===== src/rtl/nsg_pkg.sv =====
package nsg_pkg;

  localparam int CNT_W   = 5;
  localparam int FLD_NUM = 7;
  localparam int TW_USED = 26;

  localparam int FLD_WR_LO = 0;
  localparam int FLD_WR_HI = 1;
  localparam int FLD_RD_LO = 2;
  localparam int FLD_RD_HI = 3;
  localparam int FLD_TA    = 4;
  localparam int FLD_BDLY  = 5;
  localparam int FLD_TCEA  = 6;

  typedef logic [FLD_NUM-1:0][CNT_W-1:0] nsg_len_t;

  typedef enum logic [1:0] {
    KIND_READ  = 2'b00,
    KIND_WRITE = 2'b01,
    KIND_CMD   = 2'b10,
    KIND_ADDR  = 2'b11
  } nsg_kind_e;

  typedef enum logic [2:0] {
    ST_IDLE,
    ST_TURN,
    ST_SETUP,
    ST_LOW,
    ST_HIGH,
    ST_BDLY,
    ST_WRB
  } nsg_state_e;

  function automatic int fld_lsb(int idx);
    case (idx)
      FLD_WR_LO: return 0;
      FLD_WR_HI: return 4;
      FLD_RD_LO: return 8;
      FLD_RD_HI: return 12;
      FLD_TA:    return 16;
      FLD_BDLY:  return 19;
      default:   return 24;
    endcase
  endfunction

  function automatic int fld_width(int idx);
    case (idx)
      FLD_TA:   return 3;
      FLD_BDLY: return 5;
      FLD_TCEA: return 2;
      default:  return 4;
    endcase
  endfunction

endpackage


===== src/rtl/nsg_rst_sync.sv =====
module nsg_rst_sync #(
  parameter int STAGES = 2
) (
  input  logic clk,
  input  logic arst_n,
  output logic srst_n
);
  logic [STAGES-1:0] sync_q;

  always_ff @(posedge clk or negedge arst_n) begin
    if (!arst_n) sync_q <= '0;
    else         sync_q <= {sync_q[STAGES-2:0], 1'b1};
  end

  assign srst_n = sync_q[STAGES-1];
endmodule


===== src/rtl/nsg_field_unpack.sv =====
module nsg_field_unpack
  import nsg_pkg::*;
#(
  parameter int WORD_W = 32
) (
  input  logic [WORD_W-1:0] word,
  output nsg_len_t          len_m1
);
  logic unused_hi_bits;
  assign unused_hi_bits = ^word[WORD_W-1:TW_USED];

  for (genvar g = 0; g < FLD_NUM; g++) begin : g_fld
    localparam int L = fld_lsb(g);
    localparam int W = fld_width(g);
    logic [CNT_W-1:0] raw;
    always_comb begin
      raw        = '0;
      raw[W-1:0] = word[L +: W];
    end
    assign len_m1[g] = (raw == '0) ? '0 : raw - CNT_W'(1);
  end
endmodule


===== src/rtl/nsg_phase_cnt.sv =====
module nsg_phase_cnt #(
  parameter int W = 5
) (
  input  logic         clk,
  input  logic         rst_n,
  input  logic         load,
  input  logic [W-1:0] load_val,
  output logic         zero
);
  logic [W-1:0] cnt_q, cnt_d;

  always_comb begin
    if (load)               cnt_d = load_val;
    else if (cnt_q != '0)   cnt_d = cnt_q - W'(1);
    else                    cnt_d = cnt_q;
  end

  always_ff @(posedge clk or negedge rst_n) begin
    if (!rst_n) cnt_q <= '0;
    else        cnt_q <= cnt_d;
  end

  assign zero = (cnt_q == '0);
endmodule


===== src/rtl/nsg_seq.sv =====
module nsg_seq
  import nsg_pkg::*;
#(
  parameter int DATA_W = 8
) (
  input  logic              clk,
  input  logic              rst_n,
  input  logic              req_valid,
  input  logic [1:0]        req_kind,
  input  logic [DATA_W-1:0] req_wdata,
  input  logic              req_wait,
  input  nsg_len_t          len_in,
  input  logic              rb_n,
  input  logic [DATA_W-1:0] dq_in,
  output logic              ce_n,
  output logic              re_n,
  output logic              we_n,
  output logic              cle,
  output logic              ale,
  output logic [DATA_W-1:0] dq_out,
  output logic              dq_oe,
  output logic [DATA_W-1:0] rd_data,
  output logic              rd_valid,
  output logic              done
);
  nsg_state_e        state_q, state_d;
  nsg_kind_e         kind_q;
  logic [DATA_W-1:0] data_q;
  logic              wait_q;
  logic              last_rd_q;
  nsg_len_t          cfg_q;
  logic              done_q, done_d;
  logic              rdv_q;
  logic [DATA_W-1:0] rdata_q;

  logic              cnt_load;
  logic [CNT_W-1:0]  cnt_val;
  logic              cnt_zero;
  logic              accept;
  logic              capture;
  logic              is_rd;
  logic              in_access;
  nsg_kind_e         req_kind_e;

  assign req_kind_e = nsg_kind_e'(req_kind);
  assign accept     = (state_q == ST_IDLE) && req_valid;
  assign is_rd      = (kind_q == KIND_READ);
  assign capture    = (state_q == ST_LOW) && cnt_zero && is_rd;

  nsg_phase_cnt #(.W(CNT_W)) u_cnt (
    .clk      (clk),
    .rst_n    (rst_n),
    .load     (cnt_load),
    .load_val (cnt_val),
    .zero     (cnt_zero)
  );

  // next state and phase length selection
  always_comb begin
    state_d  = state_q;
    cnt_load = 1'b0;
    cnt_val  = '0;
    done_d   = 1'b0;
    case (state_q)
      ST_IDLE: begin
        if (req_valid) begin
          cnt_load = 1'b1;
          if ((req_kind_e != KIND_READ) && last_rd_q) begin
            state_d = ST_TURN;
            cnt_val = len_in[FLD_TA];
          end else begin
            state_d = ST_SETUP;
            cnt_val = len_in[FLD_TCEA];
          end
        end
      end
      ST_TURN: begin
        if (cnt_zero) begin
          state_d  = ST_SETUP;
          cnt_load = 1'b1;
          cnt_val  = cfg_q[FLD_TCEA];
        end
      end
      ST_SETUP: begin
        if (cnt_zero) begin
          state_d  = ST_LOW;
          cnt_load = 1'b1;
          cnt_val  = is_rd ? cfg_q[FLD_RD_LO] : cfg_q[FLD_WR_LO];
        end
      end
      ST_LOW: begin
        if (cnt_zero) begin
          state_d  = ST_HIGH;
          cnt_load = 1'b1;
          cnt_val  = is_rd ? cfg_q[FLD_RD_HI] : cfg_q[FLD_WR_HI];
        end
      end
      ST_HIGH: begin
        if (cnt_zero) begin
          if (wait_q) begin
            state_d  = ST_BDLY;
            cnt_load = 1'b1;
            cnt_val  = cfg_q[FLD_BDLY];
          end else begin
            state_d = ST_IDLE;
            done_d  = 1'b1;
          end
        end
      end
      ST_BDLY: begin
        if (cnt_zero) state_d = ST_WRB;
      end
      ST_WRB: begin
        if (rb_n) begin
          state_d = ST_IDLE;
          done_d  = 1'b1;
        end
      end
      default: state_d = ST_IDLE;
    endcase
  end

  always_ff @(posedge clk or negedge rst_n) begin
    if (!rst_n) begin
      state_q <= ST_IDLE;
      done_q  <= 1'b0;
      rdv_q   <= 1'b0;
    end else begin
      state_q <= state_d;
      done_q  <= done_d;
      rdv_q   <= capture;
    end
  end

  // request snapshot, enabled by accept
  always_ff @(posedge clk or negedge rst_n) begin
    if (!rst_n) begin
      kind_q    <= KIND_READ;
      data_q    <= '0;
      wait_q    <= 1'b0;
      last_rd_q <= 1'b0;
      cfg_q     <= '0;
    end else if (accept) begin
      kind_q    <= req_kind_e;
      data_q    <= req_wdata;
      wait_q    <= req_wait;
      last_rd_q <= (req_kind_e == KIND_READ);
      cfg_q     <= len_in;
    end
  end

  // read byte capture, enabled at the rising read strobe
  always_ff @(posedge clk or negedge rst_n) begin
    if (!rst_n)       rdata_q <= '0;
    else if (capture) rdata_q <= dq_in;
  end

  assign in_access = (state_q == ST_SETUP) || (state_q == ST_LOW) ||
                     (state_q == ST_HIGH);
  assign ce_n      = (state_q == ST_IDLE);
  assign re_n      = !((state_q == ST_LOW) && is_rd);
  assign we_n      = !((state_q == ST_LOW) && !is_rd);
  assign cle       = in_access && (kind_q == KIND_CMD);
  assign ale       = in_access && (kind_q == KIND_ADDR);
  assign dq_oe     = in_access && !is_rd;
  assign dq_out    = dq_oe ? data_q : '0;
  assign rd_data   = rdata_q;
  assign rd_valid  = rdv_q;
  assign done      = done_q;
endmodule


===== src/rtl/nand_strobe_gen.sv =====
module nand_strobe_gen
  import nsg_pkg::*;
#(
  parameter int WORD_W = 32,
  parameter int DATA_W = 8
) (
  input  logic              clk,
  input  logic              rst_n,
  input  logic [WORD_W-1:0] timing_word,
  input  logic              req_valid,
  input  logic [1:0]        req_kind,
  input  logic [DATA_W-1:0] req_wdata,
  input  logic              req_wait,
  input  logic              rb_n,
  input  logic [DATA_W-1:0] dq_in,
  output logic              ce_n,
  output logic              re_n,
  output logic              we_n,
  output logic              cle,
  output logic              ale,
  output logic [DATA_W-1:0] dq_out,
  output logic              dq_oe,
  output logic [DATA_W-1:0] rd_data,
  output logic              rd_valid,
  output logic              done
);
  logic     rst_sync_n;
  nsg_len_t len_m1;

  nsg_rst_sync #(.STAGES(2)) u_rst (
    .clk    (clk),
    .arst_n (rst_n),
    .srst_n (rst_sync_n)
  );

  nsg_field_unpack #(.WORD_W(WORD_W)) u_unpack (
    .word   (timing_word),
    .len_m1 (len_m1)
  );

  nsg_seq #(.DATA_W(DATA_W)) u_seq (
    .clk       (clk),
    .rst_n     (rst_sync_n),
    .req_valid (req_valid),
    .req_kind  (req_kind),
    .req_wdata (req_wdata),
    .req_wait  (req_wait),
    .len_in    (len_m1),
    .rb_n      (rb_n),
    .dq_in     (dq_in),
    .ce_n      (ce_n),
    .re_n      (re_n),
    .we_n      (we_n),
    .cle       (cle),
    .ale       (ale),
    .dq_out    (dq_out),
    .dq_oe     (dq_oe),
    .rd_data   (rd_data),
    .rd_valid  (rd_valid),
    .done      (done)
  );
endmodule


===== config.mk =====
export PLATFORM = sky130hd
export DESIGN_NAME = nand_strobe_gen
export DESIGN_NICKNAME = d
export VERILOG_FILES = /design/src/rtl/nsg_pkg.sv /design/src/rtl/nsg_rst_sync.sv /design/src/rtl/nsg_field_unpack.sv /design/src/rtl/nsg_phase_cnt.sv /design/src/rtl/nsg_seq.sv /design/src/rtl/nand_strobe_gen.sv
export SDC_FILE = /design/constraint.sdc
export NUM_CORES = 1
export LEC_CHECK = 0
export ABC_AREA = 1
export CAP_MARGIN = 40
export CELL_PAD_IN_SITES_DETAIL_PLACEMENT = 0
export CELL_PAD_IN_SITES_GLOBAL_PLACEMENT = 1
export CORE_MARGIN = 2
export CORE_UTILIZATION = 35
export CTS_CLUSTER_SIZE = 16
export DETAILED_ROUTE_END_ITERATION = 10
export PLACE_DENSITY = 0.9
export SLEW_MARGIN = 40
export SYNTH_ARGS = -nofsm -noshare
export SYNTH_HDL_FRONTEND = slang
export SYNTH_SLANG_ARGS = --single-unit
export TNS_END_PERCENT = 10

===== constraint.sdc =====
create_clock -name clk -period 2.3 [get_ports clk]
set_input_delay 0.345 -clock clk [delete_from_list [all_inputs] [get_ports clk]]
set_output_delay 0.345 -clock clk [all_outputs]
set_load 0.02 [all_outputs]

# After elaboration in Yosys (flattened, before gate mapping)
# Index checks and enable logic that the tools add are counted.
# word_totals
register_bits	62
in_bits	55
output_inout_bits	24
elab_cells	108
# classes
add_sub_neg	8
eq_ne	15
muxes	39
n_reduce_logical	30
# op_table
cell	n
5-bit 2-to-1 mux	18
5-bit zero test	8
5-bit one-hot mux with 5 select lines	1
3-bit 2-to-1 mux	8
3-bit one-hot mux with 7 select lines	1
4-bit by 1-bit subtractor with 5-bit output, second input constant	4
2-bit by 1-bit != test with 1-bit output, second input constant	5
5-bit by 1-bit subtractor with 5-bit output, second input constant	2
3-bit == test, second input constant	3
1-bit logical AND	9
8-bit 2-to-1 mux	1
1-bit 2-to-1 mux	7
7-bit AND reduction	1
3-bit by 2-bit == test with 1-bit output, second input constant	2
5-bit nonzero test	1
2-bit == test, second input constant	2
2-bit zero test	2
2-bit != test, second input constant	2
2-bit nonzero test	2
3-bit by 1-bit subtractor with 4-bit output, second input constant	1
3-bit by 1-bit == test with 1-bit output, second input constant	1
1-bit zero test	3
3-bit zero test	1
1-bit one-hot mux with 3 select lines	1
5 further kinds	6

# Longest topological paths before layout
# logic_depth
word_depth	6
ltp_mapped	9
depth_no_buf	9

# Cells and area by module
# Synthesis repeated with hierarchy kept, for this count alone.
# unflattened
cells_unflattened	505
area_unflattened_um2	3601.0
# by_module_without_submodules
mod	instances	cells_per_inst	area_each_um2
nsg_seq	1	378	2770.2
nsg_field_unpack	1	85	474.2
nsg_phase_cnt	1	39	302.8
nsg_rst_sync	1	3	53.8

# Worst setup path after synthesis
# Ideal clock, no wire load.
# synth_timing
kind	reg-to-output
startpoint	register u_seq.state_q[1]
endpoint	output dq_out[0]
arrival_time_ns	1.625
t_required_ns	1.955
setup_slack_ns	0.330
path_stages_with_launch	8
path_cell_list	dfrtp_1 > nor2_4 > nand2_1 > nand2_1 > inv_1 > nor2_1 > inv_1 > nor2_1
# synth_via
elab_chain_len	5
# synth_lines
element	line_no	text
from (decl)	nsg_seq.sv:26	nsg_state_e state_q, state_d;
from (signal assigned)	nsg_seq.sv:129	state_q <= state_d;
3-bit by 2-bit == test with 1-bit output	nsg_seq.sv:158	assign in_access = (state_q == ST_SETUP) || (state_q == ST_LOW) ||
1-bit logical OR	nsg_seq.sv:158	
1-bit logical OR *	nsg_seq.sv:158	
1-bit logical AND *	nsg_seq.sv:165	assign dq_oe = in_access && !is_rd;
net dq_oe	nand_strobe_gen.sv:22	output logic dq_oe,
8-bit 2-to-1 mux *	nsg_seq.sv:166	assign dq_out = dq_oe ? data_q : '0;
to (decl)	nand_strobe_gen.sv:21	output logic [DATA_W-1:0] dq_out,
# The timed path passes the listed nets; every way through them passes the cells marked *.

# Worst setup path in the final report
# layout_timing
startpoint	register u_seq.state_q[0]
endpoint	output we_n
# layout_via
elab_chain_len	3
# layout_lines
element	line_no	text
3-bit by 2-bit == test with 1-bit output	nsg_seq.sv:162	assign we_n = !((state_q == ST_LOW) && !is_rd);
1-bit logical AND	nsg_seq.sv:162	
1-bit zero test	nsg_seq.sv:162	
to (decl)	nand_strobe_gen.sv:18	output logic we_n,
# Every way passes these cells.

==> impl_results.html <==
<table>
<tr><th>Metric</th><th>Value</th></tr>
<tr><th colspan="2">Die</th></tr>
<tr><td>Die Area</td><td>around 0.01 mm^2</td></tr>
<tr><td>Chip height</td><td>99.83 um</td></tr>
<tr><td>Die outline width</td><td>99.83 um</td></tr>
<tr><td>Starting density of the core</td><td>36.50%</td></tr>
<tr><td>Top-level port count</td><td>79</td></tr>
<tr><td>Core outline area</td><td>0.008806 mm^2</td></tr>
<tr><td>Row cnt</td><td>34</td></tr>
<tr><th colspan="2">Cells and area</th></tr>
<tr><td>Area used by multi-input combinational logic</td><td>approximately 0.0014 mm^2</td></tr>
<tr><td>Number of antenna diodes</td><td>0</td></tr>
<tr><td>Fraction of final layout cells with drive strength greater than 1</td><td>about a tenth</td></tr>
<tr><td>Layout filler cell count</td><td>between 800 and 900</td></tr>
<tr><td>Non-Filler Instances</td><td>622</td></tr>
<tr><td>Register area</td><td>0.001504 mm^2</td></tr>
<tr><td>Final net count</td><td>569</td></tr>
<tr><td>P&amp;R area growth vs syn</td><td>32.50%</td></tr>
<tr><th colspan="2">Synthesis</th></tr>
<tr><td>Xor-xnor portion of the synthesized cell area</td><td>1.635%</td></tr>
<tr><td>Most frequently used cell type in the post-synthesis netlist</td><td>nand2_1</td></tr>
<tr><td>Count of unique library cells instantiated by Yosys</td><td>33</td></tr>
<tr><td>Fraction of post-synthesis cell area in the top cell type by area</td><td>46.71%</td></tr>
<tr><td>Simple-gate share of the synthesized area</td><td>28.69%</td></tr>
<tr><td>Synthesized instance count</td><td>425</td></tr>
<tr><td>Synth cell count leaders</td><td>nand2_1, dfrtp_1, inv_1, o21ai_0, nor2_1</td></tr>
<tr><td>Combined area of all synthesized cells</td><td>0.003214 mm^2</td></tr>
<tr><td>Largest cells by area after synthesis</td><td>dfrtp_1, nand2_1, o21ai_0</td></tr>
<tr><td>Area share of fa/ha/maj cells after synthesis</td><td>1.946%</td></tr>
<tr><td>Complex-gate fraction of the synthesized area</td><td>12.30%</td></tr>
<tr><td>Post-synth top flop</td><td>dfrtp_1</td></tr>
<tr><td>Number of flip-flops and latches in the synthesized netlist</td><td>60</td></tr>
<tr><td>Largest area contributor in the netlist</td><td>dfrtp_1</td></tr>
<tr><td>Synth async-reset ratio</td><td>100.0%</td></tr>
<tr><td>Number of enable flip-flop cells after synthesis</td><td>0</td></tr>
<tr><td>Synthesized net count</td><td>485</td></tr>
<tr><td>Dominant combinational cell family by area after synthesis</td><td>simple AND/OR/NAND/NOR gates</td></tr>
<tr><td>Sequential share of the synthesized area</td><td>46.71%</td></tr>
<tr><td>Average cell area after synthesis</td><td>around 7.6 um^2</td></tr>
<tr><td>Yosys Warn Count</td><td>0</td></tr>
<tr><td>Proportion of synthesized area in mux cells</td><td>0%</td></tr>
<tr><th colspan="2">CTS</th></tr>
<tr><td>H-tree level count</td><td>3</td></tr>
<tr><td>Hold buffer count at cts</td><td>0</td></tr>
<tr><td>CTS Sinks</td><td>60</td></tr>
<tr><td>Clock root cell</td><td>clkbuf_8</td></tr>
<tr><td>Clock-pin transition on the worst setup and hold timing paths</td><td>70 ps</td></tr>
<tr><td>Inserted Clock Buffers</td><td>9</td></tr>
<tr><td>Clock insertion delay at the later pin of the skew report</td><td>between 300 and 400 ps</td></tr>
<tr><td>Maximum clock path buffer count</td><td>2</td></tr>
<tr><td>CTS tree</td><td>yes</td></tr>
<tr><th colspan="2">STA</th></tr>
<tr><td>Final count of pins violating max slew</td><td>0</td></tr>
<tr><td>Final setup violation count</td><td>0</td></tr>
<tr><td>Final worst-path cycle share</td><td>95.28%</td></tr>
<tr><td>Max frequency</td><td>0.4563 GHz</td></tr>
<tr><td>Fin crit period</td><td>2191 ps</td></tr>
<tr><td>Fin. Hold Viols</td><td>0</td></tr>
<tr><td>RSZ-0062 raised after global routing</td><td>false</td></tr>
<tr><td>Clock skew</td><td>6.767 ps</td></tr>
<tr><td>Worst Tran Pin Value</td><td>522.6 ps</td></tr>
<tr><td>Tightest hold margin</td><td>between 150 and 200 ps</td></tr>
<tr><td>Remaining max-slew budget at the tightest pin</td><td>65.16%</td></tr>
<tr><td>Accumulated negative setup slack</td><td>0 ps</td></tr>
<tr><th colspan="2">Global routing</th></tr>
<tr><td>Largest net degree at the start of global routing</td><td>38</td></tr>
<tr><td>Global-route wire length before repair</td><td>12830 um</td></tr>
<tr><td>Met1 Track Usage GR</td><td>19.86%</td></tr>
<tr><td>Vias in the first global route</td><td>2887</td></tr>
<tr><td>Met3 routing resource usage after global routing</td><td>3.552%</td></tr>
<tr><td>Number of antenna violations at the first check in global routing</td><td>0</td></tr>
<tr><td>Total track usage</td><td>~16%</td></tr>
<tr><td>Layer with the highest usage after global routing</td><td>met2</td></tr>
<tr><td>Met2 track demand over resource</td><td>27.65%</td></tr>
<tr><td>Sum of overflow across all layers after global routing</td><td>0</td></tr>
<tr><th colspan="2">Setup path</th></tr>
<tr><td>Kind of end point of the critical path</td><td>output port</td></tr>
<tr><td>Worst Path Arrival</td><td>1850 ps</td></tr>
<tr><td>Worst r2r path cells</td><td>9</td></tr>
<tr><td>Launching element type of the critical path</td><td>flop</td></tr>
<tr><td>Critical path type</td><td>flop to output port</td></tr>
<tr><td>Required time of the worst setup path</td><td>1960 ps</td></tr>
<tr><td>Worst reg2reg startpoint</td><td>u_seq.u_cnt.cnt_q[0]</td></tr>
<tr><td>R2R setup slack</td><td>490 ps</td></tr>
<tr><td>Terminus of the critical flop-to-flop path</td><td>u_seq.u_cnt.cnt_q[4]</td></tr>
<tr><td>Peak fanout along the critical path</td><td>9</td></tr>
<tr><th colspan="2">Status</th></tr>
<tr><td>Outcome</td><td>completed</td></tr>
<tr><th colspan="2">Power and ir drop</th></tr>
<tr><td>Switching power as a share of total power</td><td>42.09%</td></tr>
<tr><td>P per Cell Area</td><td>around 1100 mW/mm^2</td></tr>
<tr><td>Largest vdd supply drop</td><td>between 0.4 and 0.5 mV</td></tr>
<tr><td>Internal power</td><td>2.650 mW</td></tr>
<tr><td>Power share of the combinational group</td><td>45.2%</td></tr>
<tr><td>Portion of total power attributed to sequential cells</td><td>36.2%</td></tr>
<tr><td>Net load switching power</td><td>1.926 mW</td></tr>
<tr><td>Standby leakage power</td><td>2.110 nW</td></tr>
<tr><td>Clock Power Share</td><td>18.6%</td></tr>
<tr><th colspan="2">Place</th></tr>
<tr><td>Buffers added on ports</td><td>72</td></tr>
<tr><td>Final GP Congestion</td><td>0.8664</td></tr>
<tr><td>DP Wirelength</td><td>5743 um</td></tr>
<tr><td>Inst Count DP</td><td>606</td></tr>
<tr><th colspan="2">Detailed routing</th></tr>
<tr><td>Iteration count of the initial detailed-routing pass</td><td>4</td></tr>
<tr><td>Detailed-route via count</td><td>2917</td></tr>
<tr><td>Starting DRC count in detailed routing</td><td>111</td></tr>
<tr><td>Routed length per instance</td><td>12.04 um</td></tr>
<tr><td>Sum of routed wire length over all layers</td><td>7490 um</td></tr>
<tr><td>Number of nets with antenna violations after routing</td><td>0</td></tr>
<tr><td>Residual DRC</td><td>0</td></tr>
<tr><td>Via-per-instance ratio</td><td>4.690</td></tr>
<tr><th colspan="2">Min path</th></tr>
<tr><td>Path category of the worst min-delay check</td><td>input pin to async pin</td></tr>
<tr><th colspan="2">Run</th></tr>
<tr><td># Max-Cap Violations</td><td>0</td></tr>
</table>
per-stage QoR:
stage / power (mW) / setup slack [ps] / area [um^2] / util [%]
6_report: 4.577 / 108.6 / 4259 / 48.37
5_1_grt: 4.970 / 38.14 / 4259 / 48.37
4_1_cts: 4.624 / 0.04907 / 4285 / 48.66
3_5_place_dp: 3.801 / 69.87 / 4108 / 46.65
3_3_place_gp: 3.748 / 125.0 / 4108 / 46.65
2_1_floorplan: 3.043 / 329.8 / 3214 / -
cell families (layout without fill, tap and decap cells):
| logic type | Yosys count | count (layout) |
|---|---|---|
| buffers and inverters | 68 | 157 |
| AND/OR/NAND/NOR | 213 | 213 |
| adder cells (fa/ha/maj) | 5 | 5 |
| other | 1 | 1 |
| flip-flops | 60 | 60 |
| XOR/XNOR | 6 | 6 |
| AO/OA/AOI/OAI | 72 | 72 |
registers in the layout, indices dropped and copies added, names as in the netlist, 2 cells and up:
signal	flops
u_seq.state_q	3
u_seq.u_cnt.cnt_q	5
u_seq.cfg_q	28
u_rst.sync_q	2
u_seq.kind_q	2
u_seq.data_q	8
u_seq.rd_data	8
power groups by stage:
stage	clock network, mW	logic, mW	registers, mW
2_1_floorplan	0	1.37	1.67
3_3_place_gp	0	2.08	1.66
3_5_place_dp	0	2.12	1.68
4_1_cts	0.869	2.10	1.66
5_1_grt	0.919	2.34	1.72
6_report	0.849	2.07	1.66
worst max-delay path by stage:
| stage | startpoint | endpoint | slack, ps |
|---|---|---|---|
| after floorplan | u_seq.state_q[1] | dq_out[0] | 330 |
| after global placement | u_seq.state_q[1] | dq_out[3] | 120 |
| after detailed placement | u_seq.state_q[1] | dq_out[1] | 70 |
| after CTS | u_seq.state_q[1] | dq_out[0] | 0.05 |
| after global routing | u_seq.state_q[0] | we_n | 40 |
| final | u_seq.state_q[0] | we_n | 110 |
area by class of cell:
| cell class | count | share of cell area, % |
|---|---|---|
| flip-flops and latches | 60 | 35.31 |
| clock inverters | 5 | 0.9107 |
| multi-input cells | 297 | 33.78 |
| inverters | 58 | 5.112 |
| repair buffers | 83 | 18.39 |
| well taps | 108 | 3.173 |
| clock buffers | 11 | 3.320 |
per-layer routing:
layer | part of all wire, % | vias to the layer above | routed length [um]
met3 | 3.5 | 12 | 264
li1 | - | 1517 | -
met1 | 46 | 1339 | 3458
met5 | 0 | - | 0
met2 | 49 | 49 | 3651
met4 | 1.5 | 0 | 116
repair_timing:
| item | 4_1_cts | 5_1_grt |
|---|---|---|
| resized for setup | 20 | 12 |
| buffers inserted | 0 | 0 |
| endpoints found under the setup margin | 11 | 10 |
critical path, stage by stage (launching register included):
cell             delay, ps
dfrtp_1                390
buf_4                  160
nand2_2                 70
nor2_4                 240
nand2_1                 80
clkdlybuf4s50_1        570
layout by cell type (no fill, tap or decap), drive strengths merged:
cell	count
clkinv	1
dfrtp	60
nor2	43
inv	58
clkbuf	18
o22ai	2
xor2	5
o21bai	1
o21a	3
clkdlybuf4s50	59
a31oi	1
dlymetal6s2s	2
nor3	5
nand3	30
dlygate4sd2	3
ha	5
a211oi	2
buf	11
nand4	4
o21ai	48
clkdlybuf4s15	1
a21o	2
clkinvlp	4
nand2	131
o31ai	3
a21oi	10
xnor2	1
conb	1
(Power assumes the default switching activity.)
